**config.mk**
```make
export PLATFORM = sky130hd
export DESIGN_NAME = pb_irq_ctrl
export DESIGN_NICKNAME = d
export VERILOG_FILES = /design/src/rtl/pbirq_pkg.sv /design/src/rtl/pbirq_edge.sv /design/src/rtl/pbirq_clr.sv /design/src/rtl/pbirq_flags.sv /design/src/rtl/pb_irq_ctrl.sv
export SDC_FILE = /design/constraint.sdc
export NUM_CORES = 1
export LEC_CHECK = 0
export BUFFER_PORTS_ARGS = -buffer_cell sky130_fd_sc_hd__buf_2
export CORE_UTILIZATION = 45
export CTS_CLUSTER_SIZE = 28
export DETAILED_ROUTE_END_ITERATION = 6
export HOLD_SLACK_MARGIN = 0.06
export PLACE_DENSITY = 0.76
export RECOVER_POWER = 50
export SETUP_SLACK_MARGIN = 0.2
export SYNTH_ARGS = -nofsm -noshare
export SYNTH_HDL_FRONTEND = slang
export SYNTH_HIERARCHICAL = 1
export SYNTH_SLANG_ARGS = --single-unit
```
**constraint.sdc**
```tcl
create_clock -name clk -period 1.2 [get_ports clk]
set_clock_uncertainty 0.15 [all_clocks]
set_input_delay 0.12 -clock clk [delete_from_list [all_inputs] [get_ports clk]]
set_output_delay 0.12 -clock clk [all_outputs]
set_load 0.01 [all_outputs]
```
**src/rtl/pbirq_pkg.sv**
```systemverilog
package pbirq_pkg;
    localparam int PB_COUNT  = 4;
    localparam int PB_DATA_W = 8;
endpackage

```
**src/rtl/pbirq_edge.sv**
```systemverilog
module pbirq_edge #(
    parameter int N = pbirq_pkg::PB_COUNT
) (
    input  logic         clk,
    input  logic         rst_n,
    input  logic [N-1:0] btn_i,
    output logic [N-1:0] rise_o
);
    typedef struct packed {
        logic [N-1:0] prev;
    } state_t;

    state_t st_d, st_q;

    always_comb begin
        st_d      = st_q;
        st_d.prev = btn_i;
        rise_o    = btn_i & ~st_q.prev;
    end

    // Reset value "pressed": a button held through reset does not fire.
    always_ff @(posedge clk or negedge rst_n) begin
        if (!rst_n) st_q <= '{prev: '1};
        else        st_q <= st_d;
    end

    for (genvar n = 0; n < N; n++) begin : g_chk
        AST_EDGE_NEEDS_RELEASE: assert property (@(posedge clk) disable iff (!rst_n)
            rise_o[n] |-> !$past(btn_i[n]));
    end
endmodule

```
**src/rtl/pbirq_clr.sv**
```systemverilog
module pbirq_clr #(
    parameter int N      = pbirq_pkg::PB_COUNT,
    parameter int DATA_W = pbirq_pkg::PB_DATA_W
) (
    input  logic              clk,
    input  logic              rst_n,
    input  logic              we_i,
    input  logic [DATA_W-1:0] wdata_i,
    output logic [N-1:0]      clr_o
);
    localparam int LSB = DATA_W - N;

    typedef struct packed {
        logic [N-1:0] clr;
    } state_t;

    state_t st_d, st_q;

    always_comb begin
        st_d = st_q;
        if (we_i) st_d.clr = wdata_i[DATA_W-1:LSB];
        clr_o = st_q.clr;
    end

    always_ff @(posedge clk or negedge rst_n) begin
        if (!rst_n) st_q <= '{clr: '0};
        else        st_q <= st_d;
    end

    AST_CLR_IDLE_HOLDS: assert property (@(posedge clk) disable iff (!rst_n)
        !we_i |=> $stable(clr_o));
    AST_CLR_LOADS: assert property (@(posedge clk) disable iff (!rst_n)
        we_i |=> clr_o == $past(wdata_i[DATA_W-1:LSB]));
endmodule

```
**src/rtl/pbirq_flags.sv**
```systemverilog
module pbirq_flags #(
    parameter int N = pbirq_pkg::PB_COUNT
) (
    input  logic         clk,
    input  logic         rst_n,
    input  logic [N-1:0] rise_i,
    input  logic [N-1:0] clr_i,
    output logic [N-1:0] flag_o
);
    typedef struct packed {
        logic [N-1:0] flag;
    } state_t;

    state_t st_d, st_q;

    always_comb begin
        st_d = st_q;
        for (int n = 0; n < N; n++) begin
            if (clr_i[n])       st_d.flag[n] = 1'b0;
            else if (rise_i[n]) st_d.flag[n] = 1'b1;
        end
        flag_o = st_q.flag;
    end

    always_ff @(posedge clk or negedge rst_n) begin
        if (!rst_n) st_q <= '{flag: '0};
        else        st_q <= st_d;
    end

    for (genvar n = 0; n < N; n++) begin : g_chk
        AST_PRESS_SETS: assert property (@(posedge clk) disable iff (!rst_n)
            (rise_i[n] && !clr_i[n]) |=> flag_o[n]);
        AST_CLEAR_WINS: assert property (@(posedge clk) disable iff (!rst_n)
            clr_i[n] |=> !flag_o[n]);
        AST_NO_SELF_SET: assert property (@(posedge clk) disable iff (!rst_n)
            (!flag_o[n] && !rise_i[n]) |=> !flag_o[n]);
    end
endmodule

```
**src/rtl/pb_irq_ctrl.sv**
```systemverilog
module pb_irq_ctrl #(
    parameter int N      = pbirq_pkg::PB_COUNT,
    parameter int DATA_W = pbirq_pkg::PB_DATA_W
) (
    input  logic              clk,
    input  logic              rst_n,
    input  logic [N-1:0]      btn_i,
    input  logic              clr_we,
    input  logic [DATA_W-1:0] clr_wdata,
    input  logic              rd_stb,
    output logic [DATA_W-1:0] rd_data,
    output logic              irq_n
);
    localparam int LSB = DATA_W - N;
    localparam logic [DATA_W-1:0] RD_IDLE = {{N{1'b1}}, {LSB{1'b0}}};

    logic [N-1:0] rise, clr, flag;

    pbirq_edge #(.N(N)) u_edge (
        .clk(clk), .rst_n(rst_n), .btn_i(btn_i), .rise_o(rise)
    );

    pbirq_clr #(.N(N), .DATA_W(DATA_W)) u_clr (
        .clk(clk), .rst_n(rst_n), .we_i(clr_we), .wdata_i(clr_wdata), .clr_o(clr)
    );

    pbirq_flags #(.N(N)) u_flags (
        .clk(clk), .rst_n(rst_n), .rise_i(rise), .clr_i(clr), .flag_o(flag)
    );

    typedef struct packed {
        logic [DATA_W-1:0] rd;
    } state_t;

    state_t st_d, st_q;

    always_comb begin
        st_d = st_q;
        if (rd_stb) st_d.rd = {~flag, {LSB{1'b0}}};
        rd_data = st_q.rd;
        irq_n   = ~|flag;
    end

    always_ff @(posedge clk or negedge rst_n) begin
        if (!rst_n) st_q <= '{rd: RD_IDLE};
        else        st_q <= st_d;
    end

    AST_IRQ_FALL_CAUSE: assert property (@(posedge clk) disable iff (!rst_n)
        $fell(irq_n) |-> $past(|(rise & ~clr)));
    AST_IRQ_RISE_CAUSE: assert property (@(posedge clk) disable iff (!rst_n)
        $rose(irq_n) |-> $past(|clr));
    AST_RD_HOLD: assert property (@(posedge clk) disable iff (!rst_n)
        !rd_stb |=> $stable(rd_data));
    AST_RD_RESERVED_ZERO: assert property (@(posedge clk) disable iff (!rst_n)
        rd_data[LSB-1:0] == '0);
endmodule

```
### Word level (Yosys, flattened, before mapping)

Index checks and enable logic that the tools add are counted.

| cells by class | value |
|---|---|
| mux-type cells | 8 |
| reductions and logical operators | 6 |
| bitwise logic cells | 3 |

Operators by type and width:

| cell | count |
|---|---|
| two-way mux 1 bit | 8 |
| inverter 4 bit | 2 |
| nonzero test 2 bit | 4 |
| AND 4 bit | 1 |
| OR reduction 4 bit | 1 |
| logical NOT 1 bit | 1 |

| storage, ports and cells | value |
|---|---|
| bits in registers | 16 |
| logic and storage cells | 24 |
| output and inout bits | 9 |
| input port bits | 16 |

### Longest topological paths before layout

Gate-level depths: netlist (run 1).

| depth | value |
|---|---|
| word-level depth | 4 |
| mapped depth | 2 |
| depth with buffers taken out | 2 |

### Cells and area by module

Netlist (run 1), hierarchy kept.

By module, submodules not included:

| module | times used | seq. area each (um^2) | cells an instance | area each (um^2) |
|---|---|---|---|---|
| pb_irq_ctrl | 1 | 105.1 | 19 | 205.2 |
| pbirq_edge | 1 | 105.1 | 8 | 160.2 |
| pbirq_clr | 1 | 100.1 | 8 | 145.1 |
| pbirq_flags | 1 | 100.1 | 8 | 140.1 |

### Worst setup path before layout (run 1)

Ideal clock, no wire load.

| timing path | value |
|---|---|
| kind | register to output |
| from | reg u_flags.st_q (netlist bit u_flags/flag_o[2]) |
| to | out irq_n |
| data arrival time | 0.823 ns |
| cell stages (with the launch flop) | 2 |
| setup slack | 0.107 ns |
| data required time | 0.930 ns |
| buffers on the path | 0 |
| cells stage by stage | dfrtp_1 > nor4_1 |

| on the way | value |
|---|---|
| word-level cells in the longest chain between the ends | 2 |

Ends and longest elaborated chain:

| item | line | RTL |
|---|---|---|
| start: declaration | pbirq_flags.sv:14 | `state_t st_d, st_q;` |
| start signal: assignment | pbirq_flags.sv:26 | `if (!rst_n) st_q <= '{flag: '0};` |
| start signal: assignment | pbirq_flags.sv:27 | `else st_q <= st_d;` |
| OR reduction 4 bit | pb_irq_ctrl.sv:41 | `irq_n = ~\|flag;` |
| logical NOT 1 bit | pb_irq_ctrl.sv:41 |  |
| end: declaration | pb_irq_ctrl.sv:12 | `output logic irq_n` |

No other way between the ends.

### Final worst setup path (run 1)

Same ends and word-level chain as after synthesis.

==> impl_summary.md, run 1 <==
Outcome
The flow ran to the end, but the final reports show violations. The final reports fail on hold timing, setup timing.

Die
The initialized floorplan defines 13 standard-cell rows. In this run the count of I/O pins placed on the die edge is 25. The die extent in y is between 40 and 50 um. After floorplanning, the core was sized to cover approximately 1300 um2. The effective utilization at floorplan is approximately half.

The die covers roughly 1600 um2. Measured along the x axis, the die boundary spans approximately 40 um.

Route
The first detailed-routing pass ran for 4 iterations. The routed design has a little over 1 mm of wire. The number of vias per cell is 4.625. The post-route antenna net violation count is 0. Across all layers, the routed design uses around 410 vias.

After detailed routing, the average wire length per cell comes to around 11 um. After detailed routing, the number of remaining DRC violations is 0. The iteration-0 DRC count of the detailed router is 3.

Min path
The kind of path behind the tightest hold check is in -> reg. The cell depth of the worst min-delay path is 2. The worst hold path terminates at u_clr/clr_o[3].

The worst min-delay path startpoint is clr_we.

Critical path
The worst setup path is of the reg -> out kind. For the worst setup path, the data arrival time is roughly 1100 ps. The worst register-to-register path has a setup slack of around 210 ps. The origin of the critical flop-to-flop path is u_edge/st_q[0].

The top fanout value on the critical path is 2. The number of cells traversed by the worst register-to-register path is 2. The worst setup path is launched from a register. The required time at the endpoint of the critical path is slightly above 900 ps.

The worst setup path is captured at an output pin. The endpoint identified for the worst register-to-register timing path is u_flags/flag_o[0].

STA
Hold timing on the final database bottoms out at a slack of -4.550 ps. The final max-slew violation count was 0. Derived from the worst setup path, the maximum achievable clock frequency is ~0.72 GHz. The setup slack of the critical path after layout is -184.4 ps. The final period utilization is 115.4%. The final setup violation count is 1. The final-report hold violation count is 4. Setup repair after global routing could not meet its margin everywhere. The clock period minus worst slack is 1384 ps.

Synth
The count of different cell masters after synthesis is 11. The number of instances in the synthesized netlist is 43. The Yosys step of the flow raised 6 warnings.

The share of the Yosys chip area taken by registers is between 60% and 70%. The average footprint of a synthesized cell is between 15 and 20 um2. The synthesis-stage register bit count is 16.

The top cell type by area accounts for 32.31% of the synthesized area. Sorting the synthesized cells by area gives the leading types as sky130_fd_sc_hd__dfstp_2 32%, sky130_fd_sc_hd__dfrtp_1 31%, sky130_fd_sc_hd__nor2b_4 8.5%. The most area-hungry cell type in the Yosys netlist is sky130_fd_sc_hd__dfstp_2.

The cell area that synthesis handed to floorplanning was about 650 um2.

Cells and area
The number of fillers in the final layout is a little over 90. Compared with the post-synthesis result, the final layout area differs by 40.77%. The top cell types in the final layout, fill and taps aside, are 10 x sky130_fd_sc_hd__dlygate4sd3_1, 10 x sky130_fd_sc_hd__buf_2, 8 x sky130_fd_sc_hd__dfstp_2, 8 x sky130_fd_sc_hd__dfrtp_1. The fraction of layout instances using a drive strength above 1 is 52.05%. The number of diodes added for antenna fixing is 0.

The final net count is 90.

Power
In this run the power density over the cells is 1315 nW/um2. The static leakage is ~0.48 nW. The total power after layout is about 1.2 mW. The peak supply drop is about 0.83 mV.

Clock network
The CTS tree is built. The sink count of the clock tree is 16. For the worst-skew pair, the clock arrives at the later sink with an insertion delay of approximately 280 ps. The tree is rooted in a sky130_fd_sc_hd__clkbuf_4. Clock-pin slew was measured on the worst setup and hold paths at ~90 ps. The longest clock path from root to sink contains 2 buffers.

CTS built an H-tree with a depth of 1. Buffers inserted during clock tree synthesis total 3.

Global route
The first-pass GRT wire length is 1.738 mm. The met1 capacity usage during global routing is between 10% and 20%. The highest-utilization routing layer at the global route stage is met2. The total overflow left after global routing is 0. The via count of the first global-routing pass came to just over 400. In the global route stage, met2 resource usage came out at around a third. The maximum number of pins on one net before global-route repair is 17. The number of antenna violations at the first check in global routing was 0.

The total routing usage reported by global routing is between 10% and 20%. For met3 alone, demand over resource in global routing was under 10%.

Run
The tool flagged a number of max-cap violations equal to 0.

Placement
The count of input and output buffers is 16. Detailed placement finished with a half-perimeter wire length of approximately 670 um. The weighted congestion reported at the end of routability-driven placement is 0.6415.
==> where the power goes <==
| part | internal [mW] | leakage [nW] | switching, mW |
|---|---|---|---|
| Clock | 0.184 | 0.0210 | 0.159 |
| Sequential | 0.611 | 0.183 | 0.0401 |
| Combinational | 0.135 | 0.278 | 0.0750 |
==> layer usage <==
| layer | vias to the layer above | share of wire, % |
|---|---|---|
| li1 | 194 | - |
| met1 | 192 | 40 |
| met2 | 19 | 53 |
| met3 | 2 | 5.4 |
| met4 | 0 | 0.80 |
| met5 | - | 0 |
==> layout make-up <==
class,instances,area [um2],share of cell area [%]
inverter,4,15.01,1.639
timing repair buffer,28,219.0,23.91
sequential,16,410.4,44.81
clock buffer,4,36.28,3.962
multi-input combinational,21,216.5,23.63
tap,15,18.77,2.049
==> cells in the mapped netlist <==
cell type and instances:
sky130_fd_sc_hd__buf_4 4, sky130_fd_sc_hd__clkbuf_2 1, sky130_fd_sc_hd__conb_1 1, sky130_fd_sc_hd__dfrtp_1 8
sky130_fd_sc_hd__dfstp_2 8, sky130_fd_sc_hd__inv_1 4, sky130_fd_sc_hd__mux2_2 4, sky130_fd_sc_hd__mux2i_1 4
sky130_fd_sc_hd__nor2b_4 4, sky130_fd_sc_hd__nor4_1 1, sky130_fd_sc_hd__o21ba_1 4
==> worst max-delay path: stages, from the launching register on <==
cell,delay (ps)
sky130_fd_sc_hd__dfrtp_1,410
sky130_fd_sc_hd__nor4_4,270
sky130_fd_sc_hd__buf_2,160
==> kinds of logic after synthesis <==
family          synth area share, %
flops                         63.08
compound gates                6.154
buf+inv                       7.691
simple gates                  9.423
other cells                  0.5764
mux                           13.08
==> registers in the layout, summed over array words and instances, names as in the netlist <==
signal and cells:
u_clr/clr_o 4, rd_data 4, u_edge/st_q 4, u_flags/flag_o 4
==> how the worst max path moves through the flow <==
stage | from | endpoint | slack [ps] | cells after the start
finish | u_flags/flag_o[2] | irq_n | -180 | 2
global placement | u_flags/flag_o[2] | irq_n | 100 | 2
global route | u_flags/flag_o[2] | irq_n | -230 | 2
CTS | u_flags/flag_o[2] | irq_n | -200 | 2
floorplan | u_flags/flag_o[2] | irq_n | 220 | 1
detailed placement | u_flags/flag_o[2] | irq_n | 90 | 2
==> stage by stage <==
step	setup slack [ps]	util [%]	cells	setup TNS, ps	cell area, um2
after floorplan	217.3	-	46	0	676.9
after global placement	96.02	56.22	72	0	740.7
after detailed placement	87.01	56.22	72	0	740.7
after CTS	-200.7	69.61	88	-200.7	917.1
after global routing	-232.3	69.52	88	-346.6	915.9
final	-184.4	69.52	88	-184.4	915.9
==> repair_timing <==
action / 4_1_cts / 5_1_grt
endpoints found under the setup margin: 8 / 9
hold endpoints to repair: 32 / 10
hold buffers: 10 / 4
buffers inserted: 2 / 0
pin swaps: 3 / 0
gates resized for setup: 4 / 0
Power figures use the tool's default switching activity.
==> run 2, diff against run 1 <==
--- a/config.mk
+++ b/config.mk
@@ -13,6 +13,7 @@
 export PLACE_DENSITY = 0.76
 export RECOVER_POWER = 50
 export SETUP_SLACK_MARGIN = 0.2
+export SKIP_CTS_REPAIR_TIMING = 1
 export SYNTH_ARGS = -nofsm -noshare
 export SYNTH_HDL_FRONTEND = slang
 export SYNTH_HIERARCHICAL = 1
==> impl_summary.md, run 2 (synthesis results as in run 1) <==
STA
The setup slack of the critical path after layout is -212.3 ps (was -184.4 ps). The final-layout worst hold slack is -72.02 ps (was -4.550 ps). The clock period minus worst slack is 1412 ps (was 1384 ps). Unrepaired setup endpoints after global routing: yes (unchanged).

The final-report hold violation count was 2 (was 4). The achievable clock frequency is 0.7080 GHz (was 0.7224 GHz). The final period utilization was 117.7% (was 115.4%). The final setup violation count is 1 (unchanged). The final max-slew violation count is 0 (unchanged). The setup TNS came to -212.3 ps (was -184.4 ps).

Die
The effective utilization at floorplan is 49.38% (unchanged). The die extent in y was 40.03 um (unchanged). The width of the chip is 40.03 um (unchanged). The number of placement rows is 13 (unchanged). The number of top-level pins is 25 (unchanged). The area of the die came to 1602 um2 (unchanged). The core area is 1318 um2 (unchanged).

Global route
The via count of the first global-routing pass was 343 (was 413). The first-pass GRT wire length is 1.476 mm (was 1.738 mm). The maximum number of pins on one net before global-route repair was 17 (unchanged). The number of antenna violations at the first check in global routing was 0 (unchanged). The total routing usage reported by global routing is 15.10% (was 17.86%). The total congestion overflow after global routing came to 0 (unchanged).

Placement
The number of instances in the placed design was 72 (unchanged). The count of input and output buffers is 16 (unchanged). The weighted congestion reported at the end of routability-driven placement is 0.6415 (unchanged). The post-detailed-placement half-perimeter wirelength is 667.9 um (unchanged). The worst setup slack before clock tree synthesis came to 87.01 ps (unchanged).

Cells and area
The library cell used most frequently in the layout, excluding fill and tap cells, is sky130_fd_sc_hd__buf_2. The final net count is 88 (was 90). The final cell count without fillers is 86 (was 88). Most used cells in the layout excluding fill and tap cells: 11 x sky130_fd_sc_hd__buf_2, 9 x sky130_fd_sc_hd__dlygate4sd3_1, 8 x sky130_fd_sc_hd__dfstp_2, 8 x sky130_fd_sc_hd__dfrtp_1 (was 10 x sky130_fd_sc_hd__dlygate4sd3_1, 10 x sky130_fd_sc_hd__buf_2, 8 x sky130_fd_sc_hd__dfstp_2, 8 x sky130_fd_sc_hd__dfrtp_1).

The growth of design area from synthesis to finish came to 38.27% (was 40.77%). The fraction of layout instances using a drive strength above 1 is 53.52% (was 52.05%). The number of diodes added for antenna fixing was 0 (unchanged).

Critical path
The logic depth of the worst setup path including buffers is 2 (unchanged). The cell with the largest stage delay on the worst path is sky130_fd_sc_hd__dfrtp_1 (unchanged). The worst setup path endpoint is irq_n (unchanged).

The internal reg-to-reg setup slack is 200 ps (was 210 ps). The reg-to-reg critical path endpoint was u_flags/flag_o[3] (was u_flags/flag_o[0]). The category of the most critical setup path is reg -> out (unchanged). The largest incremental delay on the critical path is 430 ps (was 410 ps). The origin of the critical flop-to-flop path was u_edge/st_q[3] (was u_edge/st_q[0]). The required time at the endpoint of the critical path is 930 ps (about the same). The number of cells traversed by the worst register-to-register path is 2 (unchanged). The top fanout value on the critical path is 3 (was 2). The arrival time at the worst endpoint was 1140 ps (was 1110 ps). Worst-path cell chain: nor4_4 -> buf_2 (unchanged).

The critical path buffer and inverter count is 1 (unchanged). The critical path capture point type is an output pin (unchanged). The kind of start point of the critical path is a register (unchanged). The startpoint of the most critical setup path was u_flags/flag_o[2] (unchanged). The cell class contributing the biggest share of worst-path delay was flip-flops (unchanged).

Power
The part of the total power dissipated in sequential elements is 54.8% (was 54.0%). The design internal power is 0.9243 mW (was 0.9302 mW). The net switching share of the total power is 22.23% (was 22.76%). The static leakage is 0.4754 nW (was 0.4820 nW). The peak supply drop was 0.7773 mV (was 0.8307 mV). The relative contribution of the clock network to total power is 28.3% (was 28.5%). The power share of the combinational group is 16.8% (was 17.4%). The power density over the cells is 1321 nW/um2 (was 1315 nW/um2). The net load switching power is 0.2642 mW (was 0.2741 mW).

Clock network
The CTS buffer count was 3 (unchanged). The CTS tree is built (unchanged). The number of H-tree branching levels was 1 (unchanged). The clock-pin transition on the worst setup and hold timing paths is 90 ps (about the same). The maximum clock insertion buffer count is 2 (unchanged). The clock latency at the later pin of the worst-skew pair was 270 ps (was 280 ps). The sink count of the clock tree is 16 (unchanged). The clock tree root driver cell was sky130_fd_sc_hd__clkbuf_4 (unchanged).

Route
The post-route antenna net violation count is 0 (unchanged). The final routed wirelength across all metal layers was 922 um (was 1.006 mm). The routed wirelength normalized by instance count came to 10.72 um (was 11.43 um). The total number of vias is 402 (was 407). The iteration-0 DRC count of the detailed router was 5 (was 3). The number of remaining DRC errors is 0 (unchanged).

The number of vias per cell is 4.674 (was 4.625). The number of iterations in the first detailed-routing pass is 4 (unchanged).

Min path
The cell depth of the worst min-delay path is 2 (unchanged). The kind of path behind the tightest hold check is in -> reg (unchanged).

Run
The max-cap violation count is 0 (unchanged).

Outcome
Result of the run: finished, violations left (unchanged). Failing checks: hold timing, setup timing (unchanged).
==> run 2: worst min path at each step <==
stage | startpoint | endpoint | slack, ps
finish | clr_wdata[5] | u_clr/clr_o[1] | -70
global route | clr_wdata[5] | u_clr/clr_o[1] | -70
CTS | rst_n | u_clr/clr_o[0] | -420
detailed placement | rst_n | u_clr/clr_o[2] | -110
global placement | rst_n | u_clr/clr_o[2] | -110
floorplan | rst_n | u_clr/clr_o[0] | -330
==> run 2: worst reg2reg max path, stage by stage (launching register included) <==
cell                      delay (ps)
sky130_fd_sc_hd__dfstp_2         550
sky130_fd_sc_hd__nor2b_4          40
sky130_fd_sc_hd__o21ba_1         160
==> run 2: cell type report <==
type / instances / area, um2
inverter: 4 / 15.01
timing repair buffer: 26 / 202.7
sequential: 16 / 410.4
clock buffer: 4 / 36.28
multi-input combinational: 21 / 216.5
tap: 15 / 18.77
fill: 101 / 417.9
==> run 2: power by group through the flow <==
stage / Combinational, mW / Clock [mW] / Sequential [mW]
finish: 0.200 / 0.337 / 0.651
global placement: 0.149 / 0 / 0.656
global route: 0.222 / 0.376 / 0.661
floorplan: 0.0929 / 0 / 0.663
detailed placement: 0.154 / 0 / 0.659
CTS: 0.154 / 0.351 / 0.649
==> run 2: through the flow <==
step	instance area, um2	power [mW]	util, %
final	899.6	1.189	68.28
after global routing	899.6	1.260	68.28
after CTS	777.0	1.154	58.97
after detailed placement	740.7	0.8125	56.22
after global placement	740.7	0.8051	56.22
after floorplan	676.9	0.7558	-
==> run 2: layer usage <==
metal  GRT usage [%]  vias to the layer above  wire [um]
met2           23.79                       19        476
met5               0                        -          0
li1                -                      192          -
met1           17.22                      189        371
met3           5.000                        2         65
met4           10.34                        0          8
